$ cat src/rtl/ccp_pkg.sv
package ccp_pkg;
  localparam int BYTE_W = 8;
  localparam int DATA_W = 2 * BYTE_W;
  localparam int FINE_BITS = 2;
  localparam int MODE_W = 4;
  localparam int PRESCALE_MID = 4;
  localparam int PRESCALE_HIGH = 16;

  localparam logic [1:0] ADDR_LO = 2'd0;
  localparam logic [1:0] ADDR_HI = 2'd1;
  localparam logic [1:0] ADDR_CTL = 2'd2;
  localparam logic [1:0] ADDR_FLAG = 2'd3;

  typedef enum logic [1:0] {
    CAPDIV_EACH = 2'd0,
    CAPDIV_MID = 2'd1,
    CAPDIV_HIGH = 2'd2
  } capDiv_e;

  typedef enum logic [1:0] {
    ACT_SET = 2'd0,
    ACT_CLR = 2'd1,
    ACT_FLAG = 2'd2,
    ACT_EVENT = 2'd3
  } cmpAct_e;

  typedef struct packed {
    logic off;
    logic capOn;
    logic capFall;
    capDiv_e capDiv;
    logic cmpOn;
    cmpAct_e cmpAct;
    logic pwmOn;
    logic modeChg;
  } ctrlStrb_t;
endpackage

$ cat src/rtl/ccp_ctrl.sv
module ccp_ctrl
  import ccp_pkg::*;
#(
  parameter int BW = BYTE_W,
  parameter int FW = FINE_BITS
) (
  input  logic            clk,
  input  logic            rstN,
  input  logic            regWrEn,
  input  logic [1:0]      regAddr,
  input  logic [BW-1:0]   regWrData,
  output logic [BW-1:0]   regRdData,
  input  logic            capStrobe,
  input  logic [2*BW-1:0] capValue,
  input  logic            flagSet,
  output ctrlStrb_t       strb,
  output logic [2*BW-1:0] dataReg,
  output logic [FW-1:0]   dutyLsb,
  output logic            intFlag
);
  localparam int PAD_W = BW - FW - MODE_W;

  logic [BW-1:0] dataLo, dataHi;
  logic [MODE_W-1:0] mode;
  logic [FW-1:0] dutyLsbReg;
  logic flagReg;
  logic wrLo, wrHi, wrCtl, wrFlag;
  logic unusedTopBits;

  assign wrLo = regWrEn && (regAddr == ADDR_LO);
  assign wrHi = regWrEn && (regAddr == ADDR_HI);
  assign wrCtl = regWrEn && (regAddr == ADDR_CTL);
  assign wrFlag = regWrEn && (regAddr == ADDR_FLAG);
  assign unusedTopBits = ^regWrData[BW-1:FW+MODE_W];

  always_ff @(posedge clk) begin
    if (!rstN) begin
      dataLo <= '0;
      dataHi <= '0;
      mode <= '0;
      dutyLsbReg <= '0;
      flagReg <= 1'b0;
    end else begin
      if (capStrobe) begin
        {dataHi, dataLo} <= capValue;
      end else begin
        if (wrLo) dataLo <= regWrData;
        if (wrHi) dataHi <= regWrData;
      end
      if (wrCtl) begin
        mode <= regWrData[MODE_W-1:0];
        dutyLsbReg <= regWrData[FW+MODE_W-1:MODE_W];
      end
      if (flagSet) flagReg <= 1'b1;
      else if (wrFlag) flagReg <= 1'b0;
    end
  end

  always_comb begin
    strb = '0;
    strb.off = (mode[3:2] == 2'b00);
    strb.capOn = (mode[3:2] == 2'b01);
    strb.capFall = (mode == 4'b0100);
    strb.capDiv = (mode[1:0] == 2'b11) ? CAPDIV_HIGH :
                  (mode[1:0] == 2'b10) ? CAPDIV_MID : CAPDIV_EACH;
    strb.cmpOn = (mode[3:2] == 2'b10);
    strb.cmpAct = cmpAct_e'(mode[1:0]);
    strb.pwmOn = (mode[3:2] == 2'b11);
    strb.modeChg = wrCtl && (regWrData[MODE_W-1:0] != mode);
  end

  always_comb begin
    case (regAddr)
      ADDR_LO:  regRdData = dataLo;
      ADDR_HI:  regRdData = dataHi;
      ADDR_CTL: regRdData = {{PAD_W{1'b0}}, dutyLsbReg, mode};
      default:  regRdData = {{(BW-1){1'b0}}, flagReg};
    endcase
  end

  assign dataReg = {dataHi, dataLo};
  assign dutyLsb = dutyLsbReg;
  assign intFlag = flagReg;

  AST_CAPTURE_FLAGS: assert property (@(posedge clk) disable iff (!rstN)
    capStrobe |=> flagReg);
  AST_CAPTURE_LOADS: assert property (@(posedge clk) disable iff (!rstN)
    capStrobe |=> ({dataHi, dataLo} == $past(capValue)));
  AST_FLAG_STICKY: assert property (@(posedge clk) disable iff (!rstN)
    (flagReg && !wrFlag) |=> flagReg);
endmodule

$ cat src/rtl/ccp_datapath.sv
module ccp_datapath
  import ccp_pkg::*;
#(
  parameter int CAP_W = DATA_W,
  parameter int PER_W = BYTE_W,
  parameter int FINE_W = FINE_BITS,
  parameter int DIV_A = PRESCALE_MID,
  parameter int DIV_B = PRESCALE_HIGH
) (
  input  logic              clk,
  input  logic              rstN,
  input  ctrlStrb_t         strb,
  input  logic [CAP_W-1:0]  dataReg,
  input  logic [FINE_W-1:0] dutyLsb,
  input  logic [CAP_W-1:0]  tmrWide,
  input  logic [PER_W-1:0]  tmrNarrow,
  input  logic              pinIn,
  output logic              capStrobe,
  output logic [CAP_W-1:0]  capValue,
  output logic              flagSet,
  output logic              pinOut,
  output logic              evtPulse
);
  localparam int PRE_W = $clog2(DIV_B);
  localparam int CNT_W = PER_W + FINE_W;
  localparam logic [PRE_W-1:0] LIM_A = PRE_W'(DIV_A - 1);
  localparam logic [PRE_W-1:0] LIM_B = PRE_W'(DIV_B - 1);
  localparam logic [FINE_W-1:0] FINE_MAX = '1;

  // input synchronizer and edge detect
  logic [2:0] syncQ;
  logic pinRise, pinFall;

  always_ff @(posedge clk) begin
    if (!rstN) syncQ <= '0;
    else syncQ <= {syncQ[1:0], pinIn};
  end

  assign pinRise = syncQ[1] && !syncQ[2];
  assign pinFall = !syncQ[1] && syncQ[2];

  // capture with edge divider
  logic [PRE_W-1:0] preCnt, preLimit;
  logic edgeHit, capFire;

  always_comb begin
    case (strb.capDiv)
      CAPDIV_MID:  preLimit = LIM_A;
      CAPDIV_HIGH: preLimit = LIM_B;
      default:     preLimit = '0;
    endcase
  end

  assign edgeHit = strb.capOn && (strb.capFall ? pinFall : pinRise);
  assign capFire = edgeHit && (preCnt == preLimit);

  always_ff @(posedge clk) begin
    if (!rstN || strb.off || strb.modeChg) preCnt <= '0;
    else if (edgeHit) preCnt <= capFire ? '0 : preCnt + 1'b1;
  end

  assign capStrobe = capFire;
  assign capValue = tmrWide;

  // compare
  logic cmpHit, hitOld, outLatch;

  assign cmpHit = strb.cmpOn && (tmrWide == dataReg);

  always_ff @(posedge clk) begin
    if (!rstN || strb.off) begin
      hitOld <= 1'b0;
      outLatch <= 1'b0;
      evtPulse <= 1'b0;
    end else begin
      hitOld <= cmpHit;
      evtPulse <= cmpHit && (strb.cmpAct == ACT_EVENT) && !hitOld;
      if (cmpHit && strb.cmpAct == ACT_SET) outLatch <= 1'b1;
      else if (cmpHit && strb.cmpAct == ACT_CLR) outLatch <= 1'b0;
    end
  end

  assign flagSet = capFire || cmpHit;

  // PWM
  logic [PER_W-1:0] narrowPrev;
  logic [FINE_W-1:0] fineReg, fineNow;
  logic [CNT_W-1:0] dutyBuf, dutyNew, dutyEff, countNow;
  logic narrowMoved, wrapNow, pwmHigh;

  assign narrowMoved = (tmrNarrow != narrowPrev);
  assign fineNow = narrowMoved ? '0 : fineReg;
  assign countNow = {tmrNarrow, fineNow};
  assign wrapNow = (tmrNarrow == '0) && (narrowPrev != '0);
  assign dutyNew = {dataReg[PER_W-1:0], dutyLsb};
  assign dutyEff = (strb.pwmOn && wrapNow) ? dutyNew : dutyBuf;
  assign pwmHigh = strb.pwmOn && (countNow < dutyEff);

  always_ff @(posedge clk) begin
    if (!rstN || strb.off) begin
      narrowPrev <= '0;
      fineReg <= '0;
      dutyBuf <= '0;
    end else begin
      narrowPrev <= tmrNarrow;
      if (narrowMoved) fineReg <= FINE_W'(1);
      else if (fineReg != FINE_MAX) fineReg <= fineReg + 1'b1;
      if (strb.pwmOn && wrapNow) dutyBuf <= dutyNew;
    end
  end

  assign pinOut = strb.pwmOn ? pwmHigh : (strb.cmpOn && outLatch);

  AST_OFF_CLEARS: assert property (@(posedge clk) disable iff (!rstN)
    strb.off |=> (!outLatch && (preCnt == '0) && !evtPulse));
  AST_EVT_SINGLE: assert property (@(posedge clk) disable iff (!rstN)
    evtPulse |=> !evtPulse);
  AST_EVT_SOURCE: assert property (@(posedge clk) disable iff (!rstN)
    evtPulse |-> $past(strb.cmpOn && strb.cmpAct == ACT_EVENT));
  AST_PRESCALE_BOUND: assert property (@(posedge clk) disable iff (!rstN)
    strb.capOn |-> (preCnt <= preLimit));
  AST_ZERO_DUTY_LOW: assert property (@(posedge clk) disable iff (!rstN)
    (strb.pwmOn && dutyEff == '0) |-> !pinOut);
endmodule

$ cat src/rtl/ccp_unit.sv
module ccp_unit
  import ccp_pkg::*;
(
  input  logic              clk,
  input  logic              rstN,
  input  logic              regWrEn,
  input  logic [1:0]        regAddr,
  input  logic [BYTE_W-1:0] regWrData,
  output logic [BYTE_W-1:0] regRdData,
  input  logic [DATA_W-1:0] tmrWide,
  input  logic [BYTE_W-1:0] tmrNarrow,
  input  logic              pinIn,
  output logic              pinOut,
  output logic              intFlag,
  output logic              tmrResetPulse,
  output logic              adcStartPulse
);
  ctrlStrb_t strb;
  logic [DATA_W-1:0] dataReg, capValue;
  logic [FINE_BITS-1:0] dutyLsb;
  logic capStrobe, flagSet, evtPulse;

  ccp_ctrl #(.BW(BYTE_W), .FW(FINE_BITS)) ctrl_i (
    .clk(clk), .rstN(rstN), .regWrEn(regWrEn), .regAddr(regAddr),
    .regWrData(regWrData), .regRdData(regRdData), .capStrobe(capStrobe),
    .capValue(capValue), .flagSet(flagSet), .strb(strb), .dataReg(dataReg),
    .dutyLsb(dutyLsb), .intFlag(intFlag)
  );

  ccp_datapath #(
    .CAP_W(DATA_W), .PER_W(BYTE_W), .FINE_W(FINE_BITS),
    .DIV_A(PRESCALE_MID), .DIV_B(PRESCALE_HIGH)
  ) dp_i (
    .clk(clk), .rstN(rstN), .strb(strb), .dataReg(dataReg), .dutyLsb(dutyLsb),
    .tmrWide(tmrWide), .tmrNarrow(tmrNarrow), .pinIn(pinIn),
    .capStrobe(capStrobe), .capValue(capValue), .flagSet(flagSet),
    .pinOut(pinOut), .evtPulse(evtPulse)
  );

  assign tmrResetPulse = evtPulse;
  assign adcStartPulse = evtPulse;
endmodule

$ cat config.mk
export PLATFORM = sky130hd
export DESIGN_NAME = ccp_unit
export DESIGN_NICKNAME = d
export VERILOG_FILES = /design/src/rtl/ccp_pkg.sv /design/src/rtl/ccp_ctrl.sv /design/src/rtl/ccp_datapath.sv /design/src/rtl/ccp_unit.sv
export SDC_FILE = /design/constraint.sdc
export NUM_CORES = 1
export LEC_CHECK = 0
export CAP_MARGIN = 20
export CORE_MARGIN = 8
export CORE_UTILIZATION = 44
export CTS_CLUSTER_DIAMETER = 100
export DETAILED_ROUTE_END_ITERATION = 10
export PLACE_DENSITY = 0.76
export SLEW_MARGIN = 20
export SYNTH_ARGS = -nofsm -noshare
export SYNTH_HDL_FRONTEND = slang
export SYNTH_SLANG_ARGS = --single-unit
$ cat constraint.sdc
create_clock -name clk -period 6.3 [get_ports clk]
set_input_delay 1.89 -clock clk [delete_from_list [all_inputs] [get_ports clk]]
set_output_delay 1.89 -clock clk [all_outputs]
set_load 0.05 [all_outputs]
==> impl_results.md <==
* Status: complete, but fails checks
* Violated checks: negative setup slack
* Post-Syn Area at 0.00280 mm2
* Total GRT Usage at ~16%
* PD cells at ~180 mW/mm2
* FF+latch count, synth at 53
* Commonest cells post-synth: dfxtp_1, nor2_1, mux2i_1
* Core area at 0.00624 mm2
* Worst R2R End: dp_i.dutyBuf[9]
* Tmin final at 6.37 ns
* R2r setup slk at between 4 and 5 ns
* Critical Path, Cell by Cell: buf_2 > or4_4 > a2111oi_4 > buf_6 > mux2i_2 > ha_1 > a21o_1 > a21o_1 > a21oi_2 > o211ai_1 > a22oi_2 > buf_12
* Placer's final routability congestion estimate at 0.831
* Clock root buffer: clkbuf_8
* Top_reg_cell synth: dfxtp_1
* Most common cell on crit path: a21o_1
* Total wire length at 7280 um
* Share of flip-flops with an asynchronous set or reset at 0%
* Slew margin rel. at 46.9%
* CP startpoint kind: input port
* Area post-placement at 0.00351 mm2
* Clock skew at around 0.0089 ns
* Post-Syn Instances at 308
* VDD IR max at 0.0921 mV
* Worst Setup EP: pinOut
* Drt wl/cell at 16.3 um
* # rows at 29
* Drt pass-1 iters at 4
* GRT overflow at 0
* First-pass GRT wire length at 11600 um
* Skew-Pair Late Insertion Delay at 0.31 ns
* Initial antenna violation count at 0
* # DRC at 0
* RSZ-0062 raised after global routing: yes
* Largest net degree at the start of global routing at 35
* Post-synth EDFFs at 0
* CP bufs+invs at 3
* Via count at 2438
* Worst EP required at roughly 4.4 ns
* Syn_nets at approximately 360
* Synth area leaders: dfxtp_1, mux2i_1, xor2_1
* Worst-path maximum fanout at 7
* Top-count cell post-synth: dfxtp_1
* Final ANT Viol Nets at 0
* Internal at between 0.4 and 0.5 mW
* Post-synthesis sequential area ratio at between 30 and 40%
* Yosys top cell area share at a little under two fifths
* Fin nets at 418
* Worst R2R Start: ctrl_i.mode[3]
* Clock power frac at 29.6%
* Port-buffer cells at 49
* CP peak stage delay at 0.52 ns
* Crit path from: tmrNarrow[0]
* Setup TNS Final at -0.0732 ns
* # hold bufs at CTS at 0
* P_sw at 0.169 mW
* Max clock buf depth at 2
* Yosys top cell by area: dfxtp_1
* Synth-to-layout area growth at 28.7%
* FILL cells at slightly below 600
* Number of global-route vias before repair at 2414
* Mean post-synth cell area at between 9 and 10 um2
* Die area at between 0.009 and 0.01 mm2
* Clk slew on worst S/H paths at 0.09 ns
* Endpoints failing hold at 0
* Final WS setup at -0.0732 ns
* Element type at the critical path end: output pin
* CP arrival at between 4 and 5 ns
* # Max-Cap Violations at 0
* TritonCTS clock tree: yes
* Part of the power in registers at 55.0%
* Slowest CP cell: or4_4
* Net Sw Frac at 26.4%
* Initial DRC Count at 146
* Top delay family on crit path: compound AO/OA/AOI/OAI gates
* Worst hold stages at 1
* Total leakage power at 1.43 nW
* Sink Count at 53
* Slew @ Worst Pin at 0.795 ns
* CTS Buf Count at 5
* CP Depth at 12
* Min-Delay Path Class: flip-flop to flip-flop
* Worst hold slack at 0.402 ns
* Setup CP Type: input port to output pin
* Vias/cell at 5.45
* Gate power share at 15.4%
* Finished Cell Area at 0.00361 mm2
* Number of diodes at 0
* Starting density of the core at around 45%
* Yosys warnings at 0
* Io pins at 50
* FF-to-FF path depth at 7
* Max-slew violations at 0
* H-Tree Depth at 2
* Final setup violation count at 1
* Post-layout util at 57.8%
* Die height at about 96 um
* Distinct cell type count after synthesis at 38
* Fmax at 157 MHz
* Final Cycle Share at 101%
* DP HPWL at 5520 um
* Chip Width at ~96 um
* Layout cells sized above 1 at 12.7%
worst min-delay path by stage:
stage / start / to / slack [ns]
after detailed placement: dp_i.hitOld / dp_i.evtPulse / 0.39
after floorplan: dp_i.hitOld / dp_i.evtPulse / 0.37
after CTS: dp_i.hitOld / dp_i.evtPulse / 0.40
final: dp_i.hitOld / dp_i.evtPulse / 0.40
after global routing: dp_i.hitOld / dp_i.evtPulse / 0.44
after global placement: dp_i.hitOld / dp_i.evtPulse / 0.38
power by group through the flow:
stage	clock network, mW	logic [mW]	registers (mW)
final	0.189	0.0984	0.351
after global routing	0.206	0.106	0.352
after CTS	0.191	0.0982	0.351
after detailed placement	0	0.0985	0.359
after global placement	0	0.0969	0.358
after floorplan	0	0.0503	0.354
layout make-up:
cell class                      instances  area [um2]  share of cell area [%]
Clock buffer                            6        72.6                    2.01
Inverter                                2        7.51                   0.208
Multi-Input combinational cell        236        1700                    47.1
Sequential cell                        53        1060                    29.4
Timing Repair Buffer                   71         662                    18.4
Tap cell                               77        96.3                    2.67
Clock inverter                          2        10.0                   0.278
timing repair:
item,in CTS,in global routing
resized for setup,29,1
pin swaps,9,0
buffers inserted,2,0
endpoints found under the setup margin,1,1
cell usage in the layout (no fill, tap or decap), types with 3 or more instances in the layout:
cell             synthesis  routed
a211oi_1                13      13
a21oi_1                  5       4
a311oi_1                 4       4
and2_1                  14      14
buf_12                   0       3
buf_2                    1       4
buf_4                    1      24
clkbuf_8                 0       5
clkdlybuf4s50_1          0      35
dfxtp_1                 53      53
ha_1                    11      11
mux2i_1                 38      37
nand2_1                 14      14
nand2b_1                 5       5
nand3_1                  9       9
nand4_1                  5       5
nor2_1                  45      45
nor2b_1                  4       4
nor4_1                   8       8
o21ai_0                  7       7
xnor2_1                 10      10
xor2_1                  22      22
routing by layer:
metal,vias up,global-route usage [%],share of wire (%)
li1,1209,-,-
met1,1162,20.1,47
met2,59,26.1,48
met3,8,3.28,3.9
met4,0,6.15,1.6
met5,-,0,0
stage by stage:
| stage | power [mW] | setup slack, ns | cells |
|---|---|---|---|
| floorplan | 0.405 | -0.0903 | 308 |
| global placement | 0.455 | -0.382 | 436 |
| detailed placement | 0.457 | -0.456 | 436 |
| CTS | 0.640 | -0.0615 | 446 |
| global route | 0.664 | -0.154 | 447 |
| finish | 0.639 | -0.0732 | 447 |
logic make-up (layout without fill, tap and decap cells):
| kind of cell | count (synthesis) | count (layout) | synth area share, % |
|---|---|---|---|
| and+or+nand+nor | 114 | 114 | 20.1 |
| AOI/OAI and AO/OA | 40 | 40 | 9.96 |
| xor gates and xnor gates | 32 | 32 | 10.0 |
| adders and majority gates | 11 | 11 | 4.91 |
| buffers and inverters | 19 | 81 | 2.72 |
| DFF | 53 | 53 | 37.9 |
| muxes | 39 | 39 | 14.4 |
state kept, by name, indices dropped and copies added, names as in the netlist, 2 cells and up:
name             count
dp_i.dutyBuf        10
dp_i.narrowPrev      8
dp_i.syncQ           3
ctrl_i.dataHi        8
dp_i.preCnt          4
ctrl_i.dutyLsb       2
dp_i.fineReg         2
ctrl_i.mode          4
ctrl_i.dataLo        8
worst register-to-register path: cells and delay by family (launching register included):
| family | cells | cell delay [ns] |
|---|---|---|
| flip-flops | 1 | 0.52 |
| buffers and inverters | 3 | 0.47 |
| AO/OA/AOI/OAI | 1 | 0.37 |
| multiplexers | 1 | 0.26 |
| AND/OR/NAND/NOR | 2 | 0.23 |
(Power assumes the default switching activity.)
